### src/rtl/cap_pkg.sv
`timescale 1ns/1ps
package cap_pkg;
    localparam int BANK_W = 2;
    localparam int NBANK  = 1 << BANK_W;
    localparam int COL_W  = 3;
    localparam int BL_W   = 2;
    localparam int BL     = 1 << BL_W;

    typedef enum logic [2:0] {
        C_NOP = 3'd0,
        C_ACT = 3'd1,
        C_RD  = 3'd2,
        C_WR  = 3'd3,
        C_RDA = 3'd4,
        C_WRA = 3'd5
    } cmd_e;

    typedef enum logic [1:0] {
        B_IDLE = 2'd0,
        B_OPEN = 2'd1,
        B_PRE  = 2'd2,
        B_WREC = 2'd3
    } bank_st_e;

    typedef struct packed {
        logic              vld;
        logic              wr;
        logic              ap;
        logic [BANK_W-1:0] bank;
        logic [COL_W-1:0]  col;
    } beat_t;

    function automatic logic is_access(input cmd_e c);
        return (c == C_RD) || (c == C_WR) || (c == C_RDA) || (c == C_WRA);
    endfunction

    function automatic logic is_write(input cmd_e c);
        return (c == C_WR) || (c == C_WRA);
    endfunction

    function automatic logic is_autopre(input cmd_e c);
        return (c == C_RDA) || (c == C_WRA);
    endfunction

    // column of beat idx inside the aligned group that holds base
    function automatic logic [COL_W-1:0] wrap_col(input logic [COL_W-1:0] base,
                                                  input logic [BL_W-1:0]  idx);
        return {base[COL_W-1:BL_W], base[BL_W-1:0] + idx};
    endfunction
endpackage

### src/rtl/cap_bank_fsm.sv
`timescale 1ns/1ps
module cap_bank_fsm
    import cap_pkg::*;
#(
    parameter int T_RP = 2,
    parameter int T_WR = 2
) (
    input  logic     clk,
    input  logic     rst,
    input  logic     open_req,
    input  logic     close_req,
    input  logic     close_wr,
    output bank_st_e st
);
    localparam int TMAX = (T_RP > T_WR) ? T_RP : T_WR;
    localparam int CW   = $clog2(TMAX + 1);

    logic [CW-1:0] cnt;

    always_ff @(posedge clk) begin
        if (rst) begin
            st  <= B_IDLE;
            cnt <= '0;
        end else begin
            case (st)
                B_IDLE: if (open_req) st <= B_OPEN;
                B_OPEN: begin
                    if (close_req) begin
                        if (close_wr) begin
                            st  <= B_WREC;
                            cnt <= CW'(T_WR - 1);
                        end else begin
                            st  <= B_PRE;
                            cnt <= CW'(T_RP - 1);
                        end
                    end
                end
                B_WREC: begin
                    if (cnt == '0) begin
                        st  <= B_PRE;
                        cnt <= CW'(T_RP - 1);
                    end else begin
                        cnt <= cnt - 1'b1;
                    end
                end
                B_PRE: begin
                    if (cnt == '0) st <= B_IDLE;
                    else           cnt <= cnt - 1'b1;
                end
                default: st <= B_IDLE;
            endcase
        end
    end

    // checker: length of every precharge phase
    logic [CW:0] pre_len;
    always_ff @(posedge clk) begin
        if (rst)               pre_len <= '0;
        else if (st == B_PRE)  pre_len <= pre_len + 1'b1;
        else                   pre_len <= '0;
    end

    AST_PRE_LEN: assert property (@(posedge clk) disable iff (rst)
        (st == B_PRE) |=> (st == B_PRE || pre_len == (CW+1)'(T_RP)));
    AST_WREC_EXIT: assert property (@(posedge clk) disable iff (rst)
        (st == B_WREC) |=> (st == B_WREC || st == B_PRE));
    AST_OPEN_ONLY_FROM_IDLE: assert property (@(posedge clk) disable iff (rst)
        (st == B_PRE || st == B_WREC) |=> (st != B_OPEN));
endmodule

### src/rtl/cap_burst_gen.sv
`timescale 1ns/1ps
module cap_burst_gen
    import cap_pkg::*;
(
    input  logic              clk,
    input  logic              rst,
    input  logic              acc_ok,
    input  cmd_e              c,
    input  logic [BANK_W-1:0] bank_i,
    input  logic [COL_W-1:0]  col_i,
    output beat_t             issue,
    output logic              close_req,
    output logic [BANK_W-1:0] close_bank,
    output logic              close_wr,
    output logic              ap_busy,
    output logic [BANK_W-1:0] ap_bank
);
    beat_t           cur;
    logic [BL_W-1:0] left;
    logic            run;

    assign run = (left != '0);

    always_comb begin
        issue = '0;
        if (acc_ok) begin
            issue.vld  = 1'b1;
            issue.wr   = is_write(c);
            issue.ap   = is_autopre(c);
            issue.bank = bank_i;
            issue.col  = col_i;
        end else if (run) begin
            issue.vld  = 1'b1;
            issue.wr   = cur.wr;
            issue.ap   = cur.ap;
            issue.bank = cur.bank;
            issue.col  = wrap_col(cur.col, BL_W'(BL) - left);
        end
    end

    // an auto-precharge burst closes at its last beat or when cut short
    assign close_req  = cur.ap && run && (acc_ok || left == BL_W'(1));
    assign close_bank = cur.bank;
    assign close_wr   = cur.wr;
    assign ap_busy    = run && cur.ap;
    assign ap_bank    = cur.bank;

    always_ff @(posedge clk) begin
        if (rst) begin
            cur  <= '0;
            left <= '0;
        end else if (acc_ok) begin
            cur  <= issue;
            left <= BL_W'(BL - 1);
        end else if (run) begin
            left <= left - 1'b1;
        end
    end

    AST_CUT_OTHER_BANK: assert property (@(posedge clk) disable iff (rst)
        (acc_ok && run && cur.ap) |-> (bank_i != cur.bank));
endmodule

### src/rtl/cap_read_pipe.sv
`timescale 1ns/1ps
module cap_read_pipe
    import cap_pkg::*;
#(
    parameter int CL = 3
) (
    input  logic  clk,
    input  logic  rst,
    input  beat_t issue,
    input  logic  dqm,
    output beat_t head,
    output logic  oe
);
    beat_t      p [CL];
    logic [1:0] dqm_sr;
    logic       flush;

    assign flush = issue.vld && issue.wr;
    assign head  = p[CL-1];

    always_ff @(posedge clk) begin
        if (rst) begin
            for (int i = 0; i < CL; i++) p[i] <= '0;
            dqm_sr <= '0;
            oe     <= 1'b0;
        end else begin
            dqm_sr <= {dqm_sr[0], dqm};
            oe     <= p[CL-1].vld && !dqm_sr[1];
            if (flush) begin
                for (int i = 0; i < CL; i++) p[i] <= '0;
            end else begin
                p[0] <= issue.vld ? issue : '0;
                for (int i = 1; i < CL; i++) p[i] <= p[i-1];
            end
        end
    end

    AST_OE_MASK: assert property (@(posedge clk) disable iff (rst)
        oe |-> !$past(dqm, 3));
endmodule

### src/rtl/cap_bank_seq.sv
`timescale 1ns/1ps
module cap_bank_seq
    import cap_pkg::*;
#(
    parameter int DW   = 16,
    parameter int CL   = 3,
    parameter int T_RP = 2,
    parameter int T_WR = 2
) (
    input  logic              clk,
    input  logic              rst,
    input  logic [2:0]        cmd,
    input  logic [BANK_W-1:0] bank,
    input  logic [COL_W-1:0]  col,
    input  logic              dqm,
    input  logic [DW-1:0]     dq_in,
    output logic [DW-1:0]     dq_out,
    output logic              dq_oe,
    output logic              cmd_err,
    output logic [NBANK-1:0]  bank_open,
    output logic [NBANK-1:0]  bank_busy
);
    localparam int DEPTH = NBANK << COL_W;

    cmd_e              c;
    bank_st_e          st_q [NBANK];
    logic              acc, acc_ok, act_ok, err_d;
    beat_t             beat, head;
    logic              close_req, close_wr, ap_busy;
    logic [BANK_W-1:0] close_bank, ap_bank;
    logic [DW-1:0]     mem [DEPTH];

    assign c      = cmd_e'(cmd);
    assign acc    = is_access(c);
    assign acc_ok = acc && (st_q[bank] == B_OPEN) && !(ap_busy && ap_bank == bank);
    assign act_ok = (c == C_ACT) && (st_q[bank] == B_IDLE);
    assign err_d  = (acc && !acc_ok) || ((c == C_ACT) && !act_ok);

    cap_burst_gen u_burst (
        .clk        (clk),
        .rst        (rst),
        .acc_ok     (acc_ok),
        .c          (c),
        .bank_i     (bank),
        .col_i      (col),
        .issue      (beat),
        .close_req  (close_req),
        .close_bank (close_bank),
        .close_wr   (close_wr),
        .ap_busy    (ap_busy),
        .ap_bank    (ap_bank)
    );

    for (genvar g = 0; g < NBANK; g++) begin : g_bank
        cap_bank_fsm #(.T_RP(T_RP), .T_WR(T_WR)) u_fsm (
            .clk       (clk),
            .rst       (rst),
            .open_req  (act_ok && bank == BANK_W'(g)),
            .close_req (close_req && close_bank == BANK_W'(g)),
            .close_wr  (close_wr),
            .st        (st_q[g])
        );
        assign bank_open[g] = (st_q[g] == B_OPEN);
        assign bank_busy[g] = (st_q[g] == B_PRE) || (st_q[g] == B_WREC);
    end

    cap_read_pipe #(.CL(CL)) u_rpipe (
        .clk   (clk),
        .rst   (rst),
        .issue (beat),
        .dqm   (dqm),
        .head  (head),
        .oe    (dq_oe)
    );

    always_ff @(posedge clk) begin
        if (beat.vld && beat.wr && !dqm) mem[{beat.bank, beat.col}] <= dq_in;
    end

    always_ff @(posedge clk) begin
        if (rst) begin
            dq_out  <= '0;
            cmd_err <= 1'b0;
        end else begin
            cmd_err <= err_d;
            if (head.vld) dq_out <= mem[{head.bank, head.col}];
        end
    end

    AST_ERR_ON_CLOSED: assert property (@(posedge clk) disable iff (rst)
        (acc && st_q[bank] != B_OPEN) |=> cmd_err);
    AST_WRITE_SILENCES_BUS: assert property (@(posedge clk) disable iff (rst)
        (beat.vld && beat.wr) |=> ##1 !dq_oe);
endmodule

### config.mk
export PLATFORM = sky130hd
export DESIGN_NAME = cap_bank_seq
export DESIGN_NICKNAME = d
export VERILOG_FILES = /design/src/rtl/cap_pkg.sv /design/src/rtl/cap_bank_fsm.sv /design/src/rtl/cap_burst_gen.sv /design/src/rtl/cap_read_pipe.sv /design/src/rtl/cap_bank_seq.sv
export SDC_FILE = /design/constraint.sdc
export NUM_CORES = 1
export LEC_CHECK = 0
export BUFFER_PORTS_ARGS = -buffer_cell sky130_fd_sc_hd__buf_2
export CAP_MARGIN = 20
export CORE_ASPECT_RATIO = 0.75
export CORE_MARGIN = 2
export CORE_UTILIZATION = 29
export CTS_BUF_LIST = sky130_fd_sc_hd__clkbuf_16
export DETAILED_ROUTE_END_ITERATION = 7
export GPL_ROUTABILITY_DRIVEN = 0
export GPL_TIMING_DRIVEN = 0
export PLACE_DENSITY_LB_ADDON = 0.3
export SLEW_MARGIN = 10
export SYNTH_ARGS = -nofsm -noshare
export SYNTH_HDL_FRONTEND = slang
export SYNTH_SLANG_ARGS = --single-unit
### constraint.sdc
create_clock -name clk -period 10.25 [get_ports clk]
set_input_delay 2.05 -clock clk [delete_from_list [all_inputs] [get_ports clk]]
set_output_delay 2.05 -clock clk [all_outputs]
set_load 0.03 [all_outputs]
==> results of run 1 <==
routing by layer:
metal	GRT usage	wire, µm	vias to the layer above
met5	0	0	-
met4	0.03575	978	0
met3	0.04259	4692	68
met2	0.2034	24280	382
met1	0.2201	28660	6385
li1	-	-	5134
final timing paths:
check | from | endpoint | cells after the start
worst max-delay path | bank[0] | mem[8][14] | 9
worst min-delay path | u_rpipe.dqm_sr[1] | u_rpipe.oe | 1
worst max register to register | u_rpipe.p[0][18] | dq_out[12] | 6
worst min register to register | u_rpipe.dqm_sr[1] | u_rpipe.oe | 1
cells by family after synthesis:
group | Yosys count | synth area share
DFF | 575 | 0.7439
muxes | 163 | 0.1442
AOI/OAI and AO/OA | 159 | 0.04848
and+or+nand+nor | 159 | 0.03742
buffers and inverters | 84 | 0.01666
adders and majority gates | 12 | 0.006641
xor gates and xnor gates | 5 | 0.002601
other | 1 | 0.0001659
worst register-to-register path, delay by kind of cell (launching register included):
family / cells / cell delay [ns]
simple gates: 1 / 0.60
buf+inv: 2 / 1.52
flops: 1 / 0.37
compound gates: 3 / 1.46
power groups by stage:
stage | logic, mW | registers [mW] | clock network, mW
6_report | 0.345 | 2.59 | 2.02
4_1_cts | 0.344 | 2.59 | 2.06
3_3_place_gp | 0.335 | 2.64 | 0
5_1_grt | 0.372 | 2.59 | 2.15
2_1_floorplan | 0.192 | 2.65 | 0
3_5_place_dp | 0.342 | 2.64 | 0
registers in the layout, indices dropped and copies added, names as in the netlist:
signal,flops
mem,512
u_rpipe.p,18
dq_out,16
g_bank.u_fsm.cnt,8
g_bank.u_fsm.st,8
u_burst.cur,4
u_burst.ap_bank,2
u_burst.left,2
u_rpipe.dqm_sr,2
cmd_err,1
u_burst.close_wr,1
u_rpipe.oe,1
placed cells by master (no fill, tap or decap), types with 3 or more instances in the layout:
cell and instances:
nor2_1 19, clkinv_2 6, inv_1 33, a22o_1 16, mux4_2 130, o22ai_1 33
nand2b_1 5, and2_1 13, conb_1 18, nand2_1 38, buf_1 9, buf_6 18
buf_4 43, and4_1 3, a211oi_1 15, nor3_2 32, mux2i_1 32, nand3_1 8
edfxtp_1 530, nor4_1 3, o21ai_0 11, a21oi_1 43, bufinv_16 7, clkbuf_16 55
clkinv_1 10, nor2b_1 11, nor3_1 5, clkinvlp_4 4, clkbuf_1 28, buf_2 72
o31ai_1 9, ha_1 12, a31oi_1 7, nand3b_1 9, dfxtp_1 45
layout make-up:
cell class / instances / area [µm²] / area share
clock inverter: 43 / 385.4 / 0.01446
tap: 1035 / 1295 / 0.04858
antenna: 2 / 5.005 / 0.0001877
clock buffer: 55 / 1376 / 0.05163
inverter: 20 / 75.07 / 0.002816
multi-input combinational: 516 / 5649 / 0.2119
buffer: 64 / 301.5 / 0.01131
timing repair buffer: 109 / 753.2 / 0.02826
sequential: 575 / 16820 / 0.6308
==> results.ini, run 1 <==
[clock_network]
htreeDepth = 2
cts_tree = yes
clock_latency_ns = 0.62
cts_sinks = 575
cts_hold_buf = 0
cts-buffers-inserted = 53
clk_pin_slew_ns = 0.06
post-cts-setup-buffers = 0
ctsResizeCount = 0
cts_root_buf = clkbuf_16
cts_max_path_buffers = 3

[place]
port_buffers = 50
dp_hpwl_um = 40730
placed_area_mm2 = 0.02486
dpl.cell_count = 2316
pre_cts_ws_ns = 4.813

[worst_setup_path]
critPathMaxStageDelay_ns = 0.74
crit_family = buffers and inverters
path_buf_inv = 4
critical_path_class = input pin to flip-flop
critPathCaptureType = flip-flop
crit_chain = buf_2 -> mux4_2 -> nand2b_1 -> buf_6 -> o31ai_4 -> o21a_1 -> buf_4 -> nor3_2 -> buf_4
reg2reg_slack_ns = 6.19
cp.arrival_ns = 5.04
cp_slowest_cell = nor3_2
path_max_fanout = 10
cp-start-kind = input pin
path_common_cell = buf_4
worstPathRequired_ns = 10.54

[cells_and_area]
nets = 1378
finalInstanceArea_mm2 = 0.02666
fillCellCount = 7250
fin_util = 0.3459
drive_above_1_share = 0.2844
layout.cells.non_filler = 2419
area_growth_pct = 17.92

[power]
p_int_mw = 3.844
power_switching_share = 0.2234
p_leak_nw = 8.488
p_clk_frac = 0.407
seqPwrFrac = 0.523
total_power_mw = 4.950
p_per_area_mw_per_mm2 = 185.7
p_comb_frac = 0.070
peakVddDrop_mv = 0.1160
p_switching_mw = 1.106

[timing]
hold_viol_final = 0
slew_headroom = 0.2500
setup-tns-final_ns = 0
whs_ns = 0.3929
fin_crit_sh = 0.4633
fin_skew_ns = 0.03049
post-route-min-period_ns = 4.748
rsz0062_at_grt = no
setup_slack_ns = 5.502
max_freq_mhz = 210.6
drv_slew = 0
tightest_slew_ns = 1.125
setup_viol = 0

[synthesis]
yosysWarningCount = 0
postSynthAreaPerCell_um2 = 19.52
synthArstFlopShare = 0
synth-main-ff-cell = edfxtp_1
seq_area_frac_synth = 0.7439
synth-edff-count = 530
yosys-top-cells-count = 530 x edfxtp_1, 130 x mux4_2, 45 x dfxtp_1
netlist_area_mm2 = 0.02261
ys_ff_latch = 575
yosys-top-cells-area = edfxtp_1 70%, mux4_2 13%, dfxtp_1 4.0%
synth_cells = 1158
yosysTopAreaCellShare = 0.7040
synth_top_area_cell = edfxtp_1
ys_types = 60
synth_most_common_cell = edfxtp_1

[global_route]
grt_max_degree = 33
gr-usage-all-layers = 0.1458
antenna_found_initial = 4
grt_remaining_overflow = 0
grt_pass1_vias = 11850
grt_pass1_wl_um = 84380

[routing]
vias_per_cell = 4.948
drtPass1Iterations = 5
drc_errors = 0
vias = 11970
drt_iter0_drc = 1250
wl_um = 58610
antenna_left = 0
wl_per_cell_um = 24.23

[floorplan]
pin_count = 53
die_area_mm2 = 0.08023
die_y_um = 245.8
start_util = 0.2933
core_area_mm2 = 0.07707
die_x_um = 326.4
rows = 88

[outcome]
status = complete, no violations

[run]
max_cap_violations = 0

[worst_hold_path]
hold_path.class = flip-flop to flip-flop

Power figures use the tool's default switching activity.
==> run 2, diff against run 1 <==
==> constraint.sdc (replaced) <==
create_clock -name clk -period 4 [get_ports clk]
set_input_delay 0.8 -clock clk [delete_from_list [all_inputs] [get_ports clk]]
set_output_delay 0.8 -clock clk [all_outputs]
set_load 0.03 [all_outputs]
==> run 2 against run 1 <==
  * Count of clock-buffer cells in the layout unchanged
  * Critical endpoint is now mem[11][14]
  * Die area stayed put
  * Cell count hardly changed
  * Via count rose by 0.13%
  * Worst hold slack worse by 0.00092 ns
  * Global-route usage unchanged
  * Register-to-register slack got worse by 6.0 ns
  * Flip-flop and latch count did not move
  * Core utilization grew 0.072 points
  * Routed wire length about the same
  * Largest power group unchanged
==> results.ini, run 2 (synthesis results as in run 1) <==
[outcome]
status = complete, no violations

[clock_network]
cts_sinks = 575
cts_max_path_buffers = 3
clock_latency_ns = 0.62
post-cts-setup-buffers = 0
cts-buffers-inserted = 53
clk_pin_slew_ns = 0.06
cts_tree = yes
htreeDepth = 2
cts_root_buf = clkbuf_16

[floorplan]
die_y_um = 245.8
core_area_mm2 = 0.07707
die_area_mm2 = 0.08023
start_util = 0.2933
rows = 88
pin_count = 53
die_x_um = 326.4

[global_route]
grt_max_degree = 33
grtUsageMet1 = 0.2201
grt_remaining_overflow = 0
grt_pass1_vias = 11850
grt_pass1_wl_um = 84380
gr-usage-all-layers = 0.1458
use_met2 = 0.2034
antenna_found_initial = 4
top_usage_layer = met1
grtUsageMet3 = 0.04259

[power]
p_comb_frac = 0.070
p_switching_mw = 2.836
peakVddDrop_mv = 0.2974
p_leak_nw = 8.541
p_int_mw = 9.851
p_clk_frac = 0.407
power_switching_share = 0.2236
total_power_mw = 12.69
p_per_area_mw_per_mm2 = 475.0
seqPwrFrac = 0.523

[cells_and_area]
area_growth_pct = 18.16
max_flop_register = mem
mostFrequentLayoutCells = 530 x edfxtp_1, 130 x mux4_2, 72 x buf_2
finalInstanceArea_mm2 = 0.02671
layout.cells.non_filler = 2418
final_common_cell = edfxtp_1
drive_above_1_share = 0.2851
largest_reg_flops = 512
fin_util = 0.3466
nets = 1378
reg_top3 = mem (512), u_rpipe.p (18), dq_out (16)
fillCellCount = 7247

[timing]
setup_viol = 0
tightest_slew_ns = 1.087
hold_viol_final = 0
fin_skew_ns = 0.03344
slew_headroom = 0.2754
max_freq_mhz = 265.5
fin_crit_sh = 0.9415
drv_slew = 0
rsz0062_at_grt = yes
post-route-min-period_ns = 3.766

[routing]
antenna_left = 0
drtPass1Iterations = 5
drc_errors = 0
vias = 11980
vias_per_cell = 4.956
drt_iter0_drc = 1269
wl_per_cell_um = 24.25
wl_um = 58640

[worst_setup_path]
critical_path_class = flip-flop to flip-flop
critPathCaptureType = flip-flop
path_max_fanout = 10
cp-start-kind = flip-flop
cp.arrival_ns = 4.06
worstPathRequired_ns = 4.30

[place]
dp_hpwl_um = 40730
port_buffers = 50
dpl.cell_count = 2316
placed_area_mm2 = 0.02486

[run]
max_cap_violations = 0

[worst_hold_path]
hold_path.class = flip-flop to flip-flop

-- run 2: cell types whose count changed in the layout (fill, tap and decap cells not counted) --
cell / delta
diode_2: -1
nor3_4: +8
buf_1: -1
nor3_2: -8
clkdlybuf4s15_2: +1
-- run 2: cell type report --
cell class	count	area (µm²)	share of cell area
Sequential cell	575	16820	0.6295
Buffer	64	309.0	0.01157
Antenna cell	1	2.502	0.00009368
Timing Repair Buffer	109	753.2	0.02820
Multi-Input combinational cell	516	5699	0.2134
Inverter	20	75.07	0.002810
Clock buffer	55	1376	0.05152
Tap cell	1035	1295	0.04848
Clock inverter	43	385.4	0.01443
-- run 2: power by group through the flow --
stage / clock (mW) / sequential [mW] / combinational [mW]
6_report: 5.16 / 6.64 / 0.886
5_1_grt: 5.51 / 6.64 / 0.955
4_1_cts: 5.29 / 6.64 / 0.881
3_5_place_dp: 0 / 6.77 / 0.877
3_3_place_gp: 0 / 6.77 / 0.859
2_1_floorplan: 0 / 6.78 / 0.492
-- run 2: worst paths after layout --
kind                                        start          end  slack [ns]  cells after the start
worst max-delay path              u_burst.left[0]  mem[11][14]        0.23                      9
worst min-delay path            u_rpipe.dqm_sr[1]   u_rpipe.oe        0.39                      1
worst max register to register    u_burst.left[0]  mem[11][14]        0.23                      9
worst min register to register  u_rpipe.dqm_sr[1]   u_rpipe.oe        0.39                      1
-- run 2: per-stage QoR --
step / setup slack [ns] / setup TNS, ns / hold WS, ns
after floorplan: 0.02446 / 0 / 0.3682
after global placement: -1.544 / -681.42 / 0.3719
after detailed placement: -0.1871 / -7.799 / 0.3826
after CTS: 0.06660 / 0 / 0.3951
after global routing: -0.03940 / -0.5283 / 0.4106
final: 0.2340 / 0 / 0.3920
-- run 2: worst max-delay path: stages, from the launching register on --
cell      delay, ns
dfxtp_1        0.35
inv_1          0.07
ha_1           0.13
clkbuf_1       0.47
nor2b_1        0.19
a31oi_2        0.36
nand2_1        0.23
o31a_1         0.56
nor3_2         0.74
buf_4          0.33
-- run 2: per-layer routing --
metal / wire length (µm) / part of all wire
met5: 0 / 0
met1: 28150 / 0.48
met3: 5328 / 0.091
met2: 24290 / 0.41
met4: 875 / 0.015
-- run 2: repair_timing --
item,CTS,global route
resized for setup,2,8
hold buffers,0,0
setup endpoints to repair,1,58
